--- src/rtl/pt_walker_pkg.sv ---
package pt_walker_pkg;

    typedef enum logic [2:0] {
        ST_IDLE    = 3'd0,
        ST_RD_REQ  = 3'd1,
        ST_RD_WAIT = 3'd2,
        ST_WB_REQ  = 3'd3,
        ST_WB_WAIT = 3'd4,
        ST_DONE    = 3'd5
    } walk_state_e;

    typedef enum logic [1:0] {
        FLT_NONE   = 2'b00,
        FLT_ABSENT = 2'b01,
        FLT_PROT   = 2'b10
    } flt_cause_e;

    // Flag positions inside an entry
    localparam int unsigned BIT_PRESENT  = 0;
    localparam int unsigned BIT_WRITABLE = 1;
    localparam int unsigned BIT_USER     = 2;
    localparam int unsigned BIT_ACCESSED = 5;
    localparam int unsigned BIT_DIRTY    = 6;

endpackage

--- src/rtl/pt_index_sel.sv ---
// Picks the table index for the current level and forms the entry address.
module pt_index_sel #(
    parameter int unsigned LEVELS  = 4,
    parameter int unsigned IDX_W   = 9,
    parameter int unsigned OFF_W   = 12,
    parameter int unsigned FRAME_W = 40,
    parameter int unsigned LVL_W   = 2,
    parameter int unsigned PA_W    = FRAME_W + OFF_W
) (
    input  logic [LEVELS*IDX_W-1:0] vpn,
    input  logic [LVL_W-1:0]        level,
    input  logic [FRAME_W-1:0]      table_frame,
    output logic [PA_W-1:0]         entry_addr
);
    logic [IDX_W-1:0] idx_by_lvl [LEVELS];
    logic [IDX_W-1:0] idx_cur;

    // Level 0 takes the most significant slice.
    for (genvar g = 0; g < LEVELS; g++) begin : g_slice
        assign idx_by_lvl[g] = vpn[(LEVELS-1-g)*IDX_W +: IDX_W];
    end

    assign idx_cur = idx_by_lvl[level];

    // Entries are eight bytes wide, hence the shift by three.
    assign entry_addr = {table_frame, {OFF_W{1'b0}}} | PA_W'({idx_cur, 3'b000});

endmodule

--- src/rtl/pt_entry_eval.sv ---
// Checks one entry against the request and computes its updated image.
module pt_entry_eval
    import pt_walker_pkg::*;
#(
    parameter int unsigned ENT_W   = 64,
    parameter int unsigned OFF_W   = 12,
    parameter int unsigned FRAME_W = 40
) (
    input  logic [ENT_W-1:0]   entry,
    input  logic               is_leaf,
    input  logic               is_write,
    input  logic               is_user,
    output logic               absent,
    output logic               prot,
    output logic               needs_wb,
    output logic [ENT_W-1:0]   wb_entry,
    output logic [FRAME_W-1:0] next_frame
);
    always_comb begin
        absent   = !entry[BIT_PRESENT];
        prot     = (is_user && !entry[BIT_USER]) || (is_write && !entry[BIT_WRITABLE]);
        wb_entry = entry;
        wb_entry[BIT_ACCESSED] = 1'b1;
        if (is_leaf && is_write) begin
            wb_entry[BIT_DIRTY] = 1'b1;
        end
        needs_wb   = (wb_entry != entry);
        next_frame = entry[OFF_W +: FRAME_W];
    end

endmodule

--- src/rtl/pt_walker.sv ---
module pt_walker
    import pt_walker_pkg::*;
#(
    parameter int unsigned LEVELS  = 4,
    parameter int unsigned IDX_W   = 9,
    parameter int unsigned OFF_W   = 12,
    parameter int unsigned FRAME_W = 40,
    parameter int unsigned ENT_W   = 64,
    localparam int unsigned VA_W   = OFF_W + LEVELS * IDX_W,
    localparam int unsigned PA_W   = FRAME_W + OFF_W,
    localparam int unsigned LVL_W  = (LEVELS > 1) ? $clog2(LEVELS) : 1
) (
    input  logic               clk,
    input  logic               rst_n,
    input  logic [FRAME_W-1:0] root_base,
    input  logic               req_valid,
    input  logic [VA_W-1:0]    req_vaddr,
    input  logic               req_write,
    input  logic               req_user,
    output logic               busy,
    output logic               done,
    output logic [PA_W-1:0]    done_paddr,
    output logic [1:0]         fault_cause,
    output logic [LVL_W-1:0]   fault_level,
    output logic               mem_req_valid,
    output logic               mem_req_write,
    output logic [PA_W-1:0]    mem_req_addr,
    output logic [ENT_W-1:0]   mem_req_wdata,
    input  logic               mem_rsp_valid,
    input  logic [ENT_W-1:0]   mem_rsp_rdata
);
    localparam logic [LVL_W-1:0] LAST_LVL = LVL_W'(LEVELS - 1);

    typedef struct packed {
        walk_state_e        st;
        logic [VA_W-1:0]    va;
        logic               wr;
        logic               usr;
        logic [FRAME_W-1:0] base;
        logic [LVL_W-1:0]   lvl;
        logic [ENT_W-1:0]   ent;
        logic [PA_W-1:0]    paddr;
        flt_cause_e         cause;
        logic [LVL_W-1:0]   flt_lvl;
    } walk_t;

    walk_t s_d, s_q;

    logic [PA_W-1:0]    cur_addr;
    logic               is_leaf;
    logic               ev_absent;
    logic               ev_prot;
    logic               ev_needs_wb;
    logic [ENT_W-1:0]   ev_wb_entry;
    logic [FRAME_W-1:0] ev_next_frame;
    logic               adv_go;
    logic [FRAME_W-1:0] adv_frame;

    assign is_leaf = (s_q.lvl == LAST_LVL);

    pt_index_sel #(
        .LEVELS (LEVELS),
        .IDX_W  (IDX_W),
        .OFF_W  (OFF_W),
        .FRAME_W(FRAME_W),
        .LVL_W  (LVL_W),
        .PA_W   (PA_W)
    ) u_index_sel (
        .vpn        (s_q.va[VA_W-1:OFF_W]),
        .level      (s_q.lvl),
        .table_frame(s_q.base),
        .entry_addr (cur_addr)
    );

    pt_entry_eval #(
        .ENT_W  (ENT_W),
        .OFF_W  (OFF_W),
        .FRAME_W(FRAME_W)
    ) u_entry_eval (
        .entry     (mem_rsp_rdata),
        .is_leaf   (is_leaf),
        .is_write  (s_q.wr),
        .is_user   (s_q.usr),
        .absent    (ev_absent),
        .prot      (ev_prot),
        .needs_wb  (ev_needs_wb),
        .wb_entry  (ev_wb_entry),
        .next_frame(ev_next_frame)
    );

    always_comb begin
        s_d       = s_q;
        adv_go    = 1'b0;
        adv_frame = s_q.base;

        unique case (s_q.st)
            ST_IDLE: begin
                if (req_valid) begin
                    s_d.st   = ST_RD_REQ;
                    s_d.va   = req_vaddr;
                    s_d.wr   = req_write;
                    s_d.usr  = req_user;
                    s_d.base = root_base;
                    s_d.lvl  = '0;
                end
            end
            ST_RD_REQ: s_d.st = ST_RD_WAIT;
            ST_RD_WAIT: begin
                if (mem_rsp_valid) begin
                    if (ev_absent) begin
                        s_d.st      = ST_DONE;
                        s_d.cause   = FLT_ABSENT;
                        s_d.flt_lvl = s_q.lvl;
                        s_d.paddr   = '0;
                    end else if (ev_prot) begin
                        s_d.st      = ST_DONE;
                        s_d.cause   = FLT_PROT;
                        s_d.flt_lvl = s_q.lvl;
                        s_d.paddr   = '0;
                    end else if (ev_needs_wb) begin
                        s_d.ent = ev_wb_entry;
                        s_d.st  = ST_WB_REQ;
                    end else begin
                        adv_go    = 1'b1;
                        adv_frame = ev_next_frame;
                    end
                end
            end
            ST_WB_REQ: s_d.st = ST_WB_WAIT;
            ST_WB_WAIT: begin
                if (mem_rsp_valid) begin
                    adv_go    = 1'b1;
                    adv_frame = s_q.ent[OFF_W +: FRAME_W];
                end
            end
            ST_DONE: s_d.st = ST_IDLE;
            default: s_d.st = ST_IDLE;
        endcase

        if (adv_go) begin
            if (is_leaf) begin
                s_d.st      = ST_DONE;
                s_d.paddr   = {adv_frame, s_q.va[OFF_W-1:0]};
                s_d.cause   = FLT_NONE;
                s_d.flt_lvl = '0;
            end else begin
                s_d.st   = ST_RD_REQ;
                s_d.base = adv_frame;
                s_d.lvl  = s_q.lvl + 1'b1;
            end
        end
    end

    always_ff @(posedge clk) begin
        if (!rst_n) begin
            s_q <= '0;
        end else begin
            s_q <= s_d;
        end
    end

    assign busy          = (s_q.st != ST_IDLE);
    assign done          = (s_q.st == ST_DONE);
    assign done_paddr    = s_q.paddr;
    assign fault_cause   = s_q.cause;
    assign fault_level   = s_q.flt_lvl;
    assign mem_req_valid = (s_q.st == ST_RD_REQ) || (s_q.st == ST_WB_REQ);
    assign mem_req_write = (s_q.st == ST_WB_REQ);
    assign mem_req_addr  = cur_addr;
    assign mem_req_wdata = s_q.ent;

endmodule

--- config.mk ---
export PLATFORM = sky130hd
export DESIGN_NAME = pt_walker
export DESIGN_NICKNAME = d
export VERILOG_FILES = /design/src/rtl/pt_walker_pkg.sv /design/src/rtl/pt_index_sel.sv /design/src/rtl/pt_entry_eval.sv /design/src/rtl/pt_walker.sv
export SDC_FILE = /design/constraint.sdc
export NUM_CORES = 1
export LEC_CHECK = 0
export BUFFER_PORTS_ARGS = -buffer_cell sky130_fd_sc_hd__buf_4
export CORE_MARGIN = 3
export CORE_UTILIZATION = 52
export DETAILED_ROUTE_END_ITERATION = 16
export GPL_ROUTABILITY_DRIVEN = 0
export PLACE_DENSITY = 0.79
export SLEW_MARGIN = 25
export SYNTH_ARGS = -nofsm -noshare
export SYNTH_HDL_FRONTEND = slang
export SYNTH_SLANG_ARGS = --single-unit
export TNS_END_PERCENT = 30
--- constraint.sdc ---
create_clock -name clk -period 2.25 [get_ports clk]
set_input_delay 0.225 -clock clk [delete_from_list [all_inputs] [get_ports clk]]
set_output_delay 0.225 -clock clk [all_outputs]
set_load 0.02 [all_outputs]
# After elaboration in Yosys (flattened, before gate mapping)
# Index checks and enable logic that the tools add are counted.
[totals]
input_bits = 158
ramBits = 0
output_inout_bits = 176
n_memories = 0
latchBits = 0
rom_bits = 0
elab_cells = 71
register_bits = 215
[classes]
add_sub_neg = 1
n_bitwise = 3
n_mul = 0
reduce_logical = 12
n_div = 0
magnitude_cmp = 1
shift = 0
eq_ne = 11
muxes = 33
[op_table]
columns = ["cell", "n"]
rows = [
  ["$mux W56", 6],
  ["$mux W40", 5],
  ["$mux W42", 3],
  ["$mux W95", 1],
  ["$pmux W40 S2", 1],
  ["$or A52 B12 Y52", 1],
  ["$bmux W9 S2", 1],
  ["$mux W3", 6],
  ["$mux W9", 2],
  ["$pmux W3 S5", 1],
  ["$eq A3 B2 Y1 const B", 2],
  ["$eq A3 B3 Y1 const B", 2],
  ["$mux W1", 6],
  ["$ne A3 B3 Y1 const B", 2],
  ["$ne A5 B5 Y1 const B", 1],
  ["$reduce_and A5 Y1", 1],
  ["$reduce_and A4 Y1", 1],
  ["$eq A3 B1 Y1 const B", 1],
  ["$ge A3 B3 Y1 const B", 1],
  ["$logic_and A1 B1 Y1", 3],
  ["$logic_not A3 Y1", 1],
  ["$not A2 Y3", 1],
  ["$reduce_bool A3 Y1", 1],
  ["$add A2 B1 Y2 const B", 1],
  ["8 further kinds", 10],
]

# Depth between registers and ports, before layout
[logic_depth]
ltp_word = 11
ltp_mapped = 9
mapped_depth_nobuf = 6

# Modules after synthesis
# Synthesis repeated with hierarchy kept, for this count alone.
[hier_totals]
cells_unflattened = 1374
area_unflattened_um2 = 11106.9
[by_module_without_submodules]
columns = ["mod", "n_inst", "area_each_um2", "cells_each", "seq_area_each_um2"]
rows = [
  ["pt_walker", 1, 9748.1, 1208, 4304.1],
  ["pt_entry_eval", 1, 813.3, 111, 0.0],
  ["pt_index_sel", 1, 545.5, 55, 0.0],
]

# Worst setup path after synthesis
# OpenSTA, ideal clock, no wires.
[synth_path]
path_type = "register -> register"
start = "register s_q[120] in the netlist's numbering"
end = "register s_q, in the netlist done_paddr[37]"
required_ps = 2191
synth_period_minus_slack_ps = 1914
t_arrival_ps = 1855
path_stages_with_launch = 10
path_slack_ps = 336
n_path_buf = 3
setup_ps = 59
path_cell_list = "dfxtp_1 ha_1 nand2_1 o21a_1 buf_2 a22oi_1 o211a_1 buf_4 clkbuf_1 a22o_1"
[synth_between]
elab_chain_cells = 11
elab_cells_between_ends = 16
classes_between = "eq/ne: 2; mux: 13; reduce/logical: 1"
[synth_rtl]
columns = ["element", "line", "text"]
rows = [
  ["start: declaration", "pt_walker.sv:47", "walk_t s_d, s_q;"],
  ["start signal: assignment", "pt_walker.sv:156", "s_q <= '0;"],
  ["start signal: assignment", "pt_walker.sv:158", "s_q <= s_d;"],
  ["$eq A2 B2 Y1 (*)", "pt_walker.sv:59", "assign is_leaf = (s_q.lvl == LAST_LVL);"],
  ["$logic_and A1 B1 Y1", "pt_entry_eval.sv:24", "if (is_leaf && is_write) begin"],
  ["$mux W1", "pt_entry_eval.sv:24", ""],
  ["$ne A2 B2 Y1", "pt_entry_eval.sv:27", "needs_wb = (wb_entry != entry);"],
  ["$mux W40", "pt_walker.sv:120", "end else if (ev_needs_wb) begin"],
  ["$mux W40", "pt_walker.sv:115", "end else if (ev_prot) begin"],
  ["$mux W40", "pt_walker.sv:110", "if (ev_absent) begin"],
  ["$mux W40", "pt_walker.sv:109", "if (mem_rsp_valid) begin"],
  ["$pmux W40 S2", "pt_walker.sv:96", "unique case (s_q.st)"],
  ["$mux W56", "pt_walker.sv:141", "if (is_leaf) begin"],
  ["$mux W56 (*)", "pt_walker.sv:140", "if (adv_go) begin"],
]
# Every way passes the cells marked *; elsewhere a longest branch is shown, timed or not.
# A chain may end at the register's enable or synchronous reset.

# Worst setup path in the final report
[layout_path]
start = "register s_q[213] in the netlist's numbering"
end = "output port done"
[layout_between]
elab_chain_cells = 1
[layout_rtl]
columns = ["element", "line", "text"]
rows = [
  ["$eq A3 B3 Y1", "pt_walker.sv:163", "assign done = (s_q.st == ST_DONE);"],
  ["end: declaration", "pt_walker.sv:21", "output logic done,"],
]
# No other way between the ends.

==> impl_metrics.yaml <==
status:
  status: "finished clean"
yosys:
  synth_edf_count: 0
  synth.ff_latch_count: 214
  syn-instance-count: 1320
  synth-compound-area-share_pct: 25.0
  synthFlopType: "sky130_fd_sc_hd__dfxtp_1"
  synth.area.mux_share_pct: 2.02
  synth.area.top_cells: "sky130_fd_sc_hd__dfxtp_1 39%, sky130_fd_sc_hd__nand2_1 12%, sky130_fd_sc_hd__buf_4 11%"
  yosys.area_share.simple_pct: 18.2
  post_synth_fa_ha_maj_area_fraction_pct: 0.114
  synthArstFlopShare_pct: 0
  synth_top_family_by_area: "compound AO/OA/AOI/OAI gates"
  synth-warning-count: 0
  synth_top_area_share_pct: 38.9
  synth_top_cell_by_area: "sky130_fd_sc_hd__dfxtp_1"
  avgSynthCellArea_um2: 8.34
  synth.distinct_cells: 44
  post_synth_xor_area_fraction_pct: 0
  post_synthesis_instance_area_mm2: 0.0110
  synth_seq_area_share_pct: 38.9
grt:
  globalRouteOverflowTotal: 0
  grtUsageTotal_pct: 30.5
  antenna_violations_before_repair: 1
  grt-busiest-layer: "met2"
  met2_usage_pct: 51.1
  grt_pass1_wl_um: 56200
  maximum_number_of_pins_on_one_net_before_global_route_repair: 115
  use_met3_pct: 6.90
  grt_pass1_vias: 10455
  met1_usage_pct: 37.8
worst_setup_path:
  arrival_ps: 1950
  r2r_end: "s_q[199]"
  timing.critical_path.required_ps: 2030
  crit_fanout: 29
  worstSetupStartpointType: "flop"
  worst_r2r_path_depth: 5
  critical_path.endpoint_type: "output pin"
  reg2reg_from: "s_q[214]"
  reg2reg_slack_ps: 160
  timing.setup.critical_path_class: "flop to output pin"
clock_tree:
  clkLatencyLatePin_ps: 510
  cts_buffers: 24
  cts.reportedPaths.clkPinSlew_ps: 60
  post_cts.repair.setup_buffers: 0
  post_cts.resized_instances: 0
  clock_sink_count: 214
  ctsLongestPathBuffers: 3
  cts_htree_levels: 1
  clk_root_buffer_cell: "sky130_fd_sc_hd__clkbuf_16"
  cts_tree: "yes"
worst_hold_path:
  worst_hold_path_type: "input port to flop"
  capture_endpoint_of_the_worst_hold_path: "s_q[192]"
  hp_start: "req_vaddr[28]"
  min_delay_path_depth: 3
timing:
  setup_violations: 0
  hold_viol_final: 0
  rsz0062_at_grt: "no"
  max_slew.worst_pin.slew_ps: 1010
  post-route-min-period_ps: 2180
  layout_worst_path_cycle_share_pct: 96.8
  maxSlewHeadroom_pct: 32.8
  worst_clock_skew_ps: 11.3
  clock.fmax_mhz: 459
  total_negative_slack_for_setup_checks_ps: 0
  slew_viol_final: 0
placed_design:
  dp_cells: 1677
  hpwlAfterDp_um: 22400
  port_buffers: 330
cells_and_area:
  most_common_cell_after_layout_fill_and_taps_aside: "sky130_fd_sc_hd__nand2_1"
  drive_gt1_share_pct: 27.4
  layout.area.seq_mm2: 0.00428
  syn2layout_area_growth_pct: 30.5
  post_route_insts_no_fill: 1825
  fillers: 1509
  multiInputGateArea_mm2: 0.00504
  commonest_cells_after_routing_fill_and_taps_aside: "352 x sky130_fd_sc_hd__nand2_1, 351 x sky130_fd_sc_hd__buf_4, 214 x sky130_fd_sc_hd__dfxtp_1, 111 x sky130_fd_sc_hd__a21boi_0, 103 x sky130_fd_sc_hd__dlygate4sd3_1"
  design.final.nets: 1695
routing:
  route.antenna.remaining_nets: 0
  detail_route.wl_per_cell_um: 20.1
  drt_iter0_markers: 810
  firstDrtPassIters: 5
  via_count_of_the_routed_design: 10584
  post_drt_via_cell_ratio: 5.80
  totalWireLength_um: 36700
  drc: 0
die:
  die-height_um: 152
  placement_rows: 52
  core-area_mm2: 0.0205
  io_pins: 334
  die_area_mm2: 0.0230
  initial_utilization_pct: 53.7
  dieWidth_um: 152
job:
  max_cap_violations: 0
power:
  power_density_mw_per_mm2: 700
  peakVddDrop_v: 0.000538
  cellLeakagePower_nw: 6.23
==> sequential cells by signal, indices dropped and copies added, names as in the netlist <==
name	cells
fault_cause	2
done_paddr	52
mem_req_wdata	63
fault_level	2
s_q	95
==> stage by stage <==
stage | hold slack, ps | setup slack (ps) | power, mW | instance area (um^2) | utilization, %
detailed placement | 457 | 237 | 6.08 | 12600 | 61.3
floorplan | 370 | 336 | 5.39 | 11000 | -
finish | 8.23 | 72.0 | 10.1 | 14400 | 70.1
CTS | 1.85 | 74.8 | 10.0 | 14400 | 70.1
global placement | 449 | 276 | 6.03 | 12600 | 61.3
global route | 9.20 | 15.8 | 10.4 | 14400 | 70.1
==> cell usage after synthesis, types with 2 or more instances <==
master / n
sky130_fd_sc_hd__clkbuf_1: 86
sky130_fd_sc_hd__nor3_1: 2
sky130_fd_sc_hd__a211oi_1: 2
sky130_fd_sc_hd__a21boi_0: 111
sky130_fd_sc_hd__nor2b_1: 2
sky130_fd_sc_hd__nand3_1: 41
sky130_fd_sc_hd__a21oi_1: 44
sky130_fd_sc_hd__o211ai_1: 40
sky130_fd_sc_hd__nand2_1: 352
sky130_fd_sc_hd__mux4_2: 9
sky130_fd_sc_hd__mux2i_1: 2
sky130_fd_sc_hd__buf_4: 166
sky130_fd_sc_hd__a22o_1: 52
sky130_fd_sc_hd__or3_1: 2
sky130_fd_sc_hd__inv_1: 2
sky130_fd_sc_hd__and3_1: 5
sky130_fd_sc_hd__and3b_1: 2
sky130_fd_sc_hd__nor3_2: 2
sky130_fd_sc_hd__buf_1: 3
sky130_fd_sc_hd__a32o_1: 40
sky130_fd_sc_hd__nand2b_1: 5
sky130_fd_sc_hd__nand3b_1: 2
sky130_fd_sc_hd__o211a_1: 42
sky130_fd_sc_hd__buf_2: 19
sky130_fd_sc_hd__o21a_1: 6
sky130_fd_sc_hd__buf_6: 4
sky130_fd_sc_hd__nand4_1: 40
sky130_fd_sc_hd__dfxtp_1: 214
sky130_fd_sc_hd__nor2_1: 8
==> layer usage <==
metal	up-vias	share of wire [%]
met2	610	48
li1	4905	-
met3	105	10
met5	-	0
met4	0	3.8
met1	4964	38
==> what timing repair did <==
item,CTS,global route
hold buffers,103,0
endpoints found under the setup margin,0,0
endpoints found under the hold margin,103,0
==> worst max-delay path by stage <==
stage | startpoint | to | slack, ps | depth (start not counted)
floorplan | s_q[120] | done_paddr[37] | 340 | 9
global placement | s_q[214] | s_q[121] | 280 | 6
detailed placement | s_q[214] | done_paddr[4] | 240 | 6
CTS | s_q[213] | done | 70 | 5
global route | s_q[214] | s_q[199] | 20 | 5
finish | s_q[213] | done | 70 | 5
==> kinds of logic after synthesis <==
logic type | after synthesis
buffers and inverters | 281
other | 1
multiplexers | 11
adder cells (fa/ha/maj) | 1
AND/OR/NAND/NOR | 468
flip-flops | 214
AO/OA/AOI/OAI | 344
==> power breakdown <==
group          total, mW  internal [mW]  switching [mW]
Sequential          4.14           3.97           0.170
Combinational       2.05          0.910            1.14
Clock               3.87           2.31            1.56
==> layout make-up <==
cell class | count | share of cell area, %
Antenna cell | 2 | 0.0348
Clock buffer | 37 | 5.02
Clock inverter | 6 | 0.401
Inverter | 3 | 0.0784
Multi-Input combinational cell | 827 | 35.1
Sequential cell | 214 | 29.8
Tap cell | 270 | 2.35
Timing Repair Buffer | 466 | 27.2
==> worst max-delay path: stages, from the launching register on <==
cell and delay, ps:
sky130_fd_sc_hd__dfxtp_1 380, sky130_fd_sc_hd__buf_4 190, sky130_fd_sc_hd__inv_2 90, sky130_fd_sc_hd__buf_4 380, sky130_fd_sc_hd__and3_1 240, sky130_fd_sc_hd__buf_4 150
Power figures use the tool's default switching activity.
